`config.mk`:
```
export PLATFORM = sky130hd
export DESIGN_NAME = rx_fifo_status
export DESIGN_NICKNAME = d
export VERILOG_FILES = /design/src/rtl/rx_fifo_pkg.sv /design/src/rtl/rx_fifo_store.sv /design/src/rtl/rx_fifo_timeout.sv /design/src/rtl/rx_fifo_flags.sv /design/src/rtl/rx_fifo_status.sv
export SDC_FILE = /design/constraint.sdc
export NUM_CORES = 1
export LEC_CHECK = 0
export BUFFER_PORTS_ARGS = -buffer_cell sky130_fd_sc_hd__buf_2
export CAP_MARGIN = 20
export CORE_MARGIN = 2
export CORE_UTILIZATION = 55
export CTS_BUF_LIST = sky130_fd_sc_hd__clkbuf_8
export CTS_CLUSTER_SIZE = 30
export DETAILED_ROUTE_END_ITERATION = 8
export PLACE_DENSITY = 0.74
export RECOVER_POWER = 100
export SLEW_MARGIN = 10
export SYNTH_ARGS = -nofsm -noshare
export SYNTH_HDL_FRONTEND = slang
export SYNTH_SLANG_ARGS = --single-unit
```
`constraint.sdc`:
```
create_clock -name clk_i -period 2.9 [get_ports clk_i]
set_clock_uncertainty 0.2 [all_clocks]
set_input_delay 0.145 -clock clk_i [delete_from_list [all_inputs] [get_ports clk_i]]
set_output_delay 0.145 -clock clk_i [all_outputs]
set_load 0.02 [all_outputs]
```
`src/rtl/rx_fifo_pkg.sv`:
```
package rx_fifo_pkg;
  typedef enum logic {
    TO_MASTER = 1'b0,
    TO_SLAVE  = 1'b1
  } to_mode_e;

  function automatic int unsigned max_u(int unsigned a, int unsigned b);
    return (a > b) ? a : b;
  endfunction
endpackage

```
`src/rtl/rx_fifo_store.sv`:
```
module rx_fifo_store #(
  parameter int unsigned DW    = 32,
  parameter int unsigned DEPTH = 8,
  localparam int unsigned CW   = $clog2(DEPTH + 1),
  localparam int unsigned PW   = (DEPTH > 1) ? $clog2(DEPTH) : 1
) (
  input  logic          clk_i,
  input  logic          rst_ni,
  input  logic          push_req_i,
  input  logic          pop_req_i,
  input  logic [DW-1:0] wr_data_i,
  output logic [DW-1:0] rd_data_o,
  output logic [CW-1:0] count_o,
  output logic          full_o,
  output logic          empty_o,
  output logic          pop_o,
  output logic          drop_o
);
  localparam logic [PW-1:0] LAST = PW'(DEPTH - 1);

  logic [DW-1:0] mem_q [DEPTH];
  logic [PW-1:0] wr_ptr_q, rd_ptr_q;
  logic [CW-1:0] count_q;
  logic          push;

  assign full_o  = (count_q == CW'(DEPTH));
  assign empty_o = (count_q == '0);
  assign pop_o   = pop_req_i && !empty_o;
  // full buffer still takes the word if a pop frees a slot this cycle
  assign push    = push_req_i && (!full_o || pop_o);
  assign drop_o  = push_req_i && full_o && !pop_o;

  for (genvar g = 0; g < DEPTH; g++) begin : g_slot
    always_ff @(posedge clk_i) begin
      if (push && (wr_ptr_q == PW'(g))) mem_q[g] <= wr_data_i;
    end
  end

  always_ff @(posedge clk_i or negedge rst_ni) begin
    if (!rst_ni) begin
      wr_ptr_q <= '0;
      rd_ptr_q <= '0;
      count_q  <= '0;
    end else begin
      if (push) wr_ptr_q <= (wr_ptr_q == LAST) ? '0 : wr_ptr_q + 1'b1;
      if (pop_o) rd_ptr_q <= (rd_ptr_q == LAST) ? '0 : rd_ptr_q + 1'b1;
      count_q <= count_q + CW'(push) - CW'(pop_o);
    end
  end

  assign rd_data_o = mem_q[rd_ptr_q];
  assign count_o   = count_q;

  AST_NO_OVERFLOW: assert property (@(posedge clk_i) disable iff (!rst_ni)
    count_q <= CW'(DEPTH));
  AST_DROP_HOLDS: assert property (@(posedge clk_i) disable iff (!rst_ni)
    drop_o |=> (count_q == $past(count_q)));
  AST_FULL_RW: assert property (@(posedge clk_i) disable iff (!rst_ni)
    (full_o && push_req_i && pop_req_i) |=> full_o);
  AST_EMPTY_RD: assert property (@(posedge clk_i) disable iff (!rst_ni)
    (empty_o && pop_req_i && !push_req_i) |=> empty_o);
endmodule

```
`src/rtl/rx_fifo_timeout.sv`:
```
module rx_fifo_timeout
  import rx_fifo_pkg::*;
#(
  parameter int unsigned MST_LIMIT = 64,
  parameter int unsigned SLV_LIMIT = 576,
  localparam int unsigned MAXL     = max_u(MST_LIMIT, SLV_LIMIT),
  localparam int unsigned TW       = $clog2(MAXL + 1)
) (
  input  logic     clk_i,
  input  logic     rst_ni,
  input  to_mode_e mode_i,
  input  logic     tick_i,
  input  logic     empty_i,
  input  logic     pop_i,
  output logic     fire_o
);
  logic [TW-1:0] cnt_q;
  logic [TW-1:0] last;
  logic          adv;

  assign last   = (mode_i == TO_SLAVE) ? TW'(SLV_LIMIT - 1) : TW'(MST_LIMIT - 1);
  assign adv    = !empty_i && !pop_i && ((mode_i == TO_SLAVE) || tick_i);
  assign fire_o = adv && (cnt_q >= last);

  always_ff @(posedge clk_i or negedge rst_ni) begin
    if (!rst_ni) cnt_q <= '0;
    else if (empty_i || pop_i || fire_o) cnt_q <= '0;
    else if (adv) cnt_q <= cnt_q + 1'b1;
  end

  AST_CNT_BOUND: assert property (@(posedge clk_i) disable iff (!rst_ni)
    cnt_q < TW'(MAXL));
  AST_CNT_RESTART: assert property (@(posedge clk_i) disable iff (!rst_ni)
    (pop_i || empty_i) |=> (cnt_q == '0));
endmodule

```
`src/rtl/rx_fifo_flags.sv`:
```
module rx_fifo_flags #(
  parameter int unsigned CW = 4
) (
  input  logic          clk_i,
  input  logic          rst_ni,
  input  logic [CW-1:0] count_i,
  input  logic [CW-1:0] thr_level_i,
  input  logic          thr_ie_i,
  input  logic          drop_i,
  input  logic          fire_i,
  input  logic          pop_i,
  input  logic          ovr_clr_i,
  input  logic          to_clr_i,
  output logic          thr_flag_o,
  output logic          irq_o,
  output logic          ovr_flag_o,
  output logic          to_flag_o
);
  logic ovr_q, to_q;

  assign thr_flag_o = (count_i > thr_level_i);
  assign irq_o      = thr_flag_o && thr_ie_i;

  // set wins over clear
  always_ff @(posedge clk_i or negedge rst_ni) begin
    if (!rst_ni) begin
      ovr_q <= 1'b0;
      to_q  <= 1'b0;
    end else begin
      if (drop_i) ovr_q <= 1'b1;
      else if (ovr_clr_i) ovr_q <= 1'b0;
      if (fire_i) to_q <= 1'b1;
      else if (pop_i || to_clr_i) to_q <= 1'b0;
    end
  end

  assign ovr_flag_o = ovr_q;
  assign to_flag_o  = to_q;

  AST_OVR_STICKY: assert property (@(posedge clk_i) disable iff (!rst_ni)
    (ovr_q && !ovr_clr_i) |=> ovr_q);
  AST_OVR_SET: assert property (@(posedge clk_i) disable iff (!rst_ni)
    drop_i |=> ovr_q);
  AST_TO_CLR_READ: assert property (@(posedge clk_i) disable iff (!rst_ni)
    pop_i |=> !to_q);
endmodule

```
`src/rtl/rx_fifo_status.sv`:
```
module rx_fifo_status
  import rx_fifo_pkg::*;
#(
  parameter int unsigned DW        = 32,
  parameter int unsigned DEPTH     = 8,
  parameter int unsigned MST_LIMIT = 64,
  parameter int unsigned SLV_LIMIT = 576,
  localparam int unsigned CW       = $clog2(DEPTH + 1)
) (
  input  logic          clk_i,
  input  logic          rst_ni,
  input  logic          wr_en_i,
  input  logic [DW-1:0] wr_data_i,
  input  logic          rd_en_i,
  output logic [DW-1:0] rd_data_o,
  output logic [CW-1:0] count_o,
  output logic          full_o,
  output logic          empty_o,
  input  logic [CW-1:0] thr_level_i,
  input  logic          thr_ie_i,
  output logic          thr_flag_o,
  output logic          irq_o,
  input  logic          slave_mode_i,
  input  logic          sclk_tick_i,
  input  logic          ovr_clr_i,
  input  logic          to_clr_i,
  output logic          ovr_flag_o,
  output logic          to_flag_o
);
  logic     pop, drop, fire;
  to_mode_e mode;

  assign mode = slave_mode_i ? TO_SLAVE : TO_MASTER;

  rx_fifo_store #(.DW(DW), .DEPTH(DEPTH)) u_store (
    .clk_i, .rst_ni,
    .push_req_i(wr_en_i),
    .pop_req_i (rd_en_i),
    .wr_data_i,
    .rd_data_o,
    .count_o,
    .full_o,
    .empty_o,
    .pop_o     (pop),
    .drop_o    (drop)
  );

  rx_fifo_timeout #(.MST_LIMIT(MST_LIMIT), .SLV_LIMIT(SLV_LIMIT)) u_timeout (
    .clk_i, .rst_ni,
    .mode_i (mode),
    .tick_i (sclk_tick_i),
    .empty_i(empty_o),
    .pop_i  (pop),
    .fire_o (fire)
  );

  rx_fifo_flags #(.CW(CW)) u_flags (
    .clk_i, .rst_ni,
    .count_i    (count_o),
    .thr_level_i,
    .thr_ie_i,
    .drop_i     (drop),
    .fire_i     (fire),
    .pop_i      (pop),
    .ovr_clr_i,
    .to_clr_i,
    .thr_flag_o,
    .irq_o,
    .ovr_flag_o,
    .to_flag_o
  );

  AST_TO_NEEDS_DATA: assert property (@(posedge clk_i) disable iff (!rst_ni)
    $rose(to_flag_o) |-> $past(!empty_o));
  AST_FULL_EMPTY_EXCL: assert property (@(posedge clk_i) disable iff (!rst_ni)
    !(full_o && empty_o));
endmodule

```
# Yosys cells after proc, flatten, opt, wreduce, memory -nomap -nowiden
# Memory sizes are Yosys's and may differ from the RTL's.
# Cells that the tools add are included.
[word_totals]
regBits = 22
mem_bits_rw = 256
output_inout_bits = 42
elab_cells = 106
mem_count = 1
[classes]
add_sub_neg = 5
order_cmp = 2
n_eq_ne = 9
mux = 47
reduce_logical = 36
[mem_list]
columns = ["memory", "depth", "width", "read_ports", "rd_ports_with_merged_regs", "write_ports", "line", "rtl"]
rows = [
  ["u_store.mem_q", 8, 32, 1, 0, 1, "rx_fifo_store.sv:21", "logic [DW-1:0] mem_q [DEPTH];"],
]
[op_table]
columns = ["cell", "n"]
rows = [
  ["$mux 32", 7],
  ["$reduce_or 32->1", 7],
  ["$mux 10", 3],
  ["$mux 1", 28],
  ["$mux 3", 9],
  ["$logic_and 1x1->1", 16],
  ["$eq 3x3->1 const B", 5],
  ["$add 10x1->10 const B", 1],
  ["$ge 10x10->1", 1],
  ["$add 3x1->3 const B", 2],
  ["$eq 3x2->1 const B", 2],
  ["$reduce_bool 2->1", 3],
  ["$logic_or 1x1->1", 5],
  ["$add 4x1->4", 1],
  ["$eq 4x4->1 const B", 1],
  ["$gt 4x4->1", 1],
  ["$logic_not 4->1", 1],
  ["$sub 4x1->4", 1],
  ["$eq 3x1->1 const B", 1],
  ["$logic_not 1->1", 3],
  ["$logic_not 3->1", 1],
]

# Logic depth before layout (Yosys ltp)
[logic_depth]
ltp_word = 16
mapped_depth = 12
depth_no_buf = 11

# Hierarchy
# A second synthesis with hierarchy kept.
[hier_totals]
cells_unflattened = 514
area_unflattened_um2 = 11139.4
[by_module_without_submodules]
columns = ["module", "instances", "cells_per_inst", "area_each_um2", "seq_area_each_um2"]
rows = [
  ["rx_fifo_store", 1, 436, 10386.2, 7937.6],
  ["rx_fifo_timeout", 1, 57, 559.3, 250.2],
  ["rx_fifo_flags", 1, 21, 193.9, 50.0],
]

# Worst setup path before layout
# Ideal clock, no wire load.
[synth_path]
path_type = "register to register"
from = "register u_store.count_q[2] (netlist: u_store.count_o[2])"
to = "memory u_store.mem_q[0][0], enable pin"
arrival_time_ps = 2129
required_time_ps = 2296
path_slack_ps = 167
path_stages_with_launch = 7
path_buffers = 0
period_less_slack_ps = 2733
cell_sequence = "dfrtp_1 -> inv_1 -> ha_1 -> or3b_2 -> o21ai_1 -> inv_1 -> and3_1"
[synth_between]
elab_chain_len = 16
elab_cells_between_ends = 52
classes_between = "eq/ne: 1; mux: 30; reduce/logical: 21"
[synth_rtl]
columns = ["item", "line", "rtl"]
rows = [
  ["start, declared", "rx_fifo_store.sv:23", "logic [CW-1:0] count_q;"],
  ["start signal, assigned", "rx_fifo_store.sv:47", "count_q <= count_q + CW'(push) - CW'(pop_o);"],
  ["$logic_not 4->1", "rx_fifo_store.sv:27", "assign empty_o = (count_q == '0);"],
  ["$logic_not 1->1", "rx_fifo_store.sv:28", "assign pop_o = pop_req_i && !empty_o;"],
  ["$logic_and 1x1->1", "rx_fifo_store.sv:28", ""],
  ["$logic_or 1x1->1 *", "rx_fifo_store.sv:30", "assign push = push_req_i && (!full_o || pop_o);"],
  ["$logic_and 1x1->1 *", "rx_fifo_store.sv:30", ""],
  ["via u_store.push", "rx_fifo_store.sv:24", "logic push;"],
  ["$logic_and 1x1->1", "rx_fifo_store.sv:35", "if (push && (wr_ptr_q == PW'(g))) mem_q[g] <= wr_data_i;"],
  ["$mux 1", "rx_fifo_store.sv:35", ""],
  ["$mux 1 (not written as such)", "rx_fifo_store.sv:35", ""],
  ["$reduce_or 32->1 (no source line)", "n/a", ""],
  ["$mux 3 (no source line) / $mux 1 (equally long branches) (7 in series)", "n/a", ""],
  ["end, declared", "rx_fifo_store.sv:21", ""],
]
# Mark *: on every way through the listed nets, which the timed path passes. The rest lies on a longest branch.

# Worst setup path after layout
[layout_path]
from = "register u_store.rd_ptr_q[0]"
to = "output rd_data_o[17]"
[layout_between]
elab_chain_len = 1
[layout_rtl]
columns = ["item", "line", "rtl"]
rows = [
  ["start, declared", "rx_fifo_store.sv:22", "logic [PW-1:0] wr_ptr_q, rd_ptr_q;"],
  ["start signal, assigned", "rx_fifo_store.sv:46", "if (pop_o) rd_ptr_q <= (rd_ptr_q == LAST) ? '0 : rd_ptr_q + 1'b1;"],
  ["$mem_v2 8x32", "n/a", ""],
  ["end, declared", "rx_fifo_status.sv:15", "output logic [DW-1:0] rd_data_o,"],
]
# Every way passes these cells.

==> run_results.csv <==
group,metric,value,unit
place,post-dp-hpwl,11.7,mm
worst_setup_path,startpoint_type,"register",
place,routabilityCongestion,0.855,
flow_run,drv_cap,0,
synthesis,ys.flop_type,"edfxtp_1",
route,wl_per_cell,20.7,um
grt,grt_util_met2,0.342,
synthesis,avgSynthCellArea,21.0,um^2
worst_setup_path,cp-end-kind,"output port",
route,drc_errors,0,
layout,antennaDiodeCount,0,
die,pin_count,87,
grt,grt_pass1_wl,32.4,mm
timing,grt_setup_unrepaired,"no",
synthesis,ys_seq_area_frac,0.749,
die,coreArea,19500,um^2
worst_setup_path,r2r_end,"u_store.mem_q[4][26]$_DFFE_PP_",
cts,cts_buffers,43,
timing,fin_crit,2770,ps
timing,slew_viol_final,0,
worst_setup_path,r2r-start,"u_store.count_o[2]$_DFF_PN0_",
synthesis,synth_edf_count,256,
layout,syn_to_final_growth,18.1,%
worst_setup_path,critPathArrivalTime,2420,ps
layout,drive_gt1_frac,0.297,
worst_setup_path,r2r_slack,150,ps
cts,cts_max_level,2,
place,dpl-instance-area,11900,um^2
pwr,ir_drop,0.532,mV
timing,slew_headroom,0.292,
timing,fin_crit_sh,0.954,
worst_setup_path,startpoint,"u_store.rd_ptr_q[0]$_DFFE_PN0N_",
die,die_h,145,um
synthesis,yosys_warnings,0,
worst_setup_path,worstPathMaxFanout,25,
place,io_buffers,86,
pwr,leakagePower,4.50,nW
route,drt-initial-drc-count,400,
layout,layout.nets,758,
grt,grt_use_met1,0.259,
die,die_area,21200,um^2
layout,post-route-cell-area,13000,um^2
timing,hold_violations,0,
route,vias_per_cell,5.62,
cts,cts_tree,"built",
route,ant_nets,0,
die,fp-row-count,51,
synthesis,synth-seq-cells,278,
timing,fin_tns_setup,0,ps
route,postRouteWirelength,20.4,mm
cts,clk_pin_slew,60,ps
layout,finalNonFillerCells,986,
synthesis,synth_top_area_frac,0.699,
synthesis,syn_area,11000,um^2
timing,setup_viol,0,
synthesis,syn_nets,589,
cts,clock_latency,530,ps
grt,grt_start_max_net_pins,35,
timing,worst_pin_slew,1060,ps
cts,cts_max_path_buffers,3,
grt,antenna_found_initial,0,
place,placed_cells,866,
worst_setup_path,crit_type,"register to output port",
grt,grt_use_total,0.198,
grt,grt_pass1_vias,6008,
worst_setup_path,cp.required,2560,ps
synthesis,synth_top_cell_by_area,"edfxtp_1",
cts,cts_root_buffer,"clkbuf_8",
grt,top_usage_layer,"met2",
pwr,power,12.3,mW
synthesis,async_reset_ff_frac,0.0791,
run_status,status,"completed",
die,die_x,145,um
timing,max_freq,361,MHz
cts,cts_sinks,278,
route,firstDrtPassIters,5,
die,start_util,0.564,
pwr,p_per_area,944,nW/um^2
synthesis,synth.area.top_cells,"edfxtp_1 (70%), mux4_2 (13%), dfrtp_1 (5.0%)",
synthesis,ys_types,41,
worst_setup_path,ff2ff_path_depth,6,
worst_hold_path,hold_path.class,"primary input to register",
grt,grt_use_met3,0.0386,
grt,grt_overflow,0,
worst_setup_path,critPathCapture,"rd_data_o[17]",
synthesis,syn-instance-count,523,
route,vias,5538,
## layer usage
layer  wire [um]  vias up  part of all wire
li1            -     2472                 -
met1        8300     2862              0.41
met2       10700      175              0.52
met3        1150       29             0.056
met4         330        0             0.016
met5           0        -                 0
## worst min-delay path by stage
stage                        startpoint                             end  cells after the start
after floorplan                  rst_ni  u_flags.ovr_flag_o$_DFFE_PN0P_                      0
after global placement           rst_ni    u_store.count_o[2]$_DFF_PN0_                      1
after detailed placement         rst_ni    u_store.count_o[2]$_DFF_PN0_                      1
after CTS                 wr_data_i[14]  u_store.mem_q[5][14]$_DFFE_PP_                      2
after global routing      wr_data_i[14]  u_store.mem_q[5][14]$_DFFE_PP_                      2
final                     wr_data_i[12]  u_store.mem_q[5][12]$_DFFE_PP_                      2
## state kept, by name (all words and copies together) (netlist names)
register / flops
u_flags.ovr_flag_o: 1
u_flags.to_flag_o: 1
u_store.count_o: 4
u_store.mem_q: 256
u_store.rd_ptr_q: 3
u_store.wr_ptr_q: 3
u_timeout.cnt_q: 10
## where the power goes
| part | internal, mW | total, mW | switching [mW] |
|---|---|---|---|
| combinational | 1.83 | 3.91 | 2.09 |
| sequential | 5.00 | 5.37 | 0.372 |
| clock | 1.61 | 2.98 | 1.37 |
| total | 8.44 | 12.3 | 3.83 |
## layout by cell type, fill, tap and decap left out, types with 3 or more instances in the layout
cell type,count
clkinv_1,8
buf_6,3
dfrtp_1,19
inv_1,38
clkinv_2,6
buf_2,19
mux4_2,64
edfxtp_1,256
clkbuf_1,48
nor3_1,3
or3_1,3
a21o_1,3
clkbuf_8,45
and3_2,4
nor2_1,6
o21ai_0,10
nand3_1,3
xnor2_1,4
mux2_2,32
a21oi_1,8
nand2_1,7
ha_1,20
clkbuf_2,24
dlygate4sd3_1,45
a211oi_1,3
## kinds of logic after synthesis
group	Yosys count	synth area share
DFF	278	0.749
muxes	97	0.165
buffers and inverters	44	0.0165
and+or+nand+nor	44	0.0226
AOI/OAI and AO/OA	34	0.0189
adders and majority gates	21	0.0246
xor gates and xnor gates	5	0.00398
## worst max-delay path: stages (launching register included)
cell     delay, ps
dfrtp_4        480
buf_6          340
mux4_2         540
mux2_1         350
buf_2          180
## synthesized netlist by cell type, types with 2 or more instances
library cell    n
nor2_1          6
a211oi_1        3
nand2b_1        2
clkbuf_1        9
and3_1          6
a21oi_1         8
dfrtp_1        22
edfxtp_1      256
nand4_1         2
o21ai_1         2
mux4_2         64
or4_1           2
inv_1          25
ha_1           20
a21o_1          3
xnor2_1         4
nand3_1         3
o21ai_0        10
nor3_1          3
o21a_1          2
or3_1           3
buf_1           2
and2_1          2
nor2b_1         2
mux2_2         33
nand2_1         7
o31ai_1         2
buf_2           7
## area by class of cell
cell class              instances  area (um^2)
multi-input cells             201         2610
flip-flops and latches        278         8240
repair buffers                143          935
fillers                      1321         6530
clock inverters                29          169
inverters                      25         93.8
well taps                     265          332
clock buffers                  45          619
## metrics by stage
| step | worst slack (ps) | util | hold WS (ps) |
|---|---|---|---|
| detailed placement | 156 | 0.607 | -51.3 |
| global placement | 248 | 0.607 | -66.2 |
| global route | 5.82 | 0.666 | 325 |
| CTS | 122 | 0.670 | 193 |
| floorplan | 167 | - | -351 |
| finish | 133 | 0.666 | 317 |
## what timing repair did
action                                  in CTS  in global routing
hold buffers                                45                  0
endpoints found under the setup margin       0                 22
gates resized for setup                      0                  4
endpoints found under the hold margin      290                  0
setup buffers                                0                  0
(Power assumes the default switching activity.)
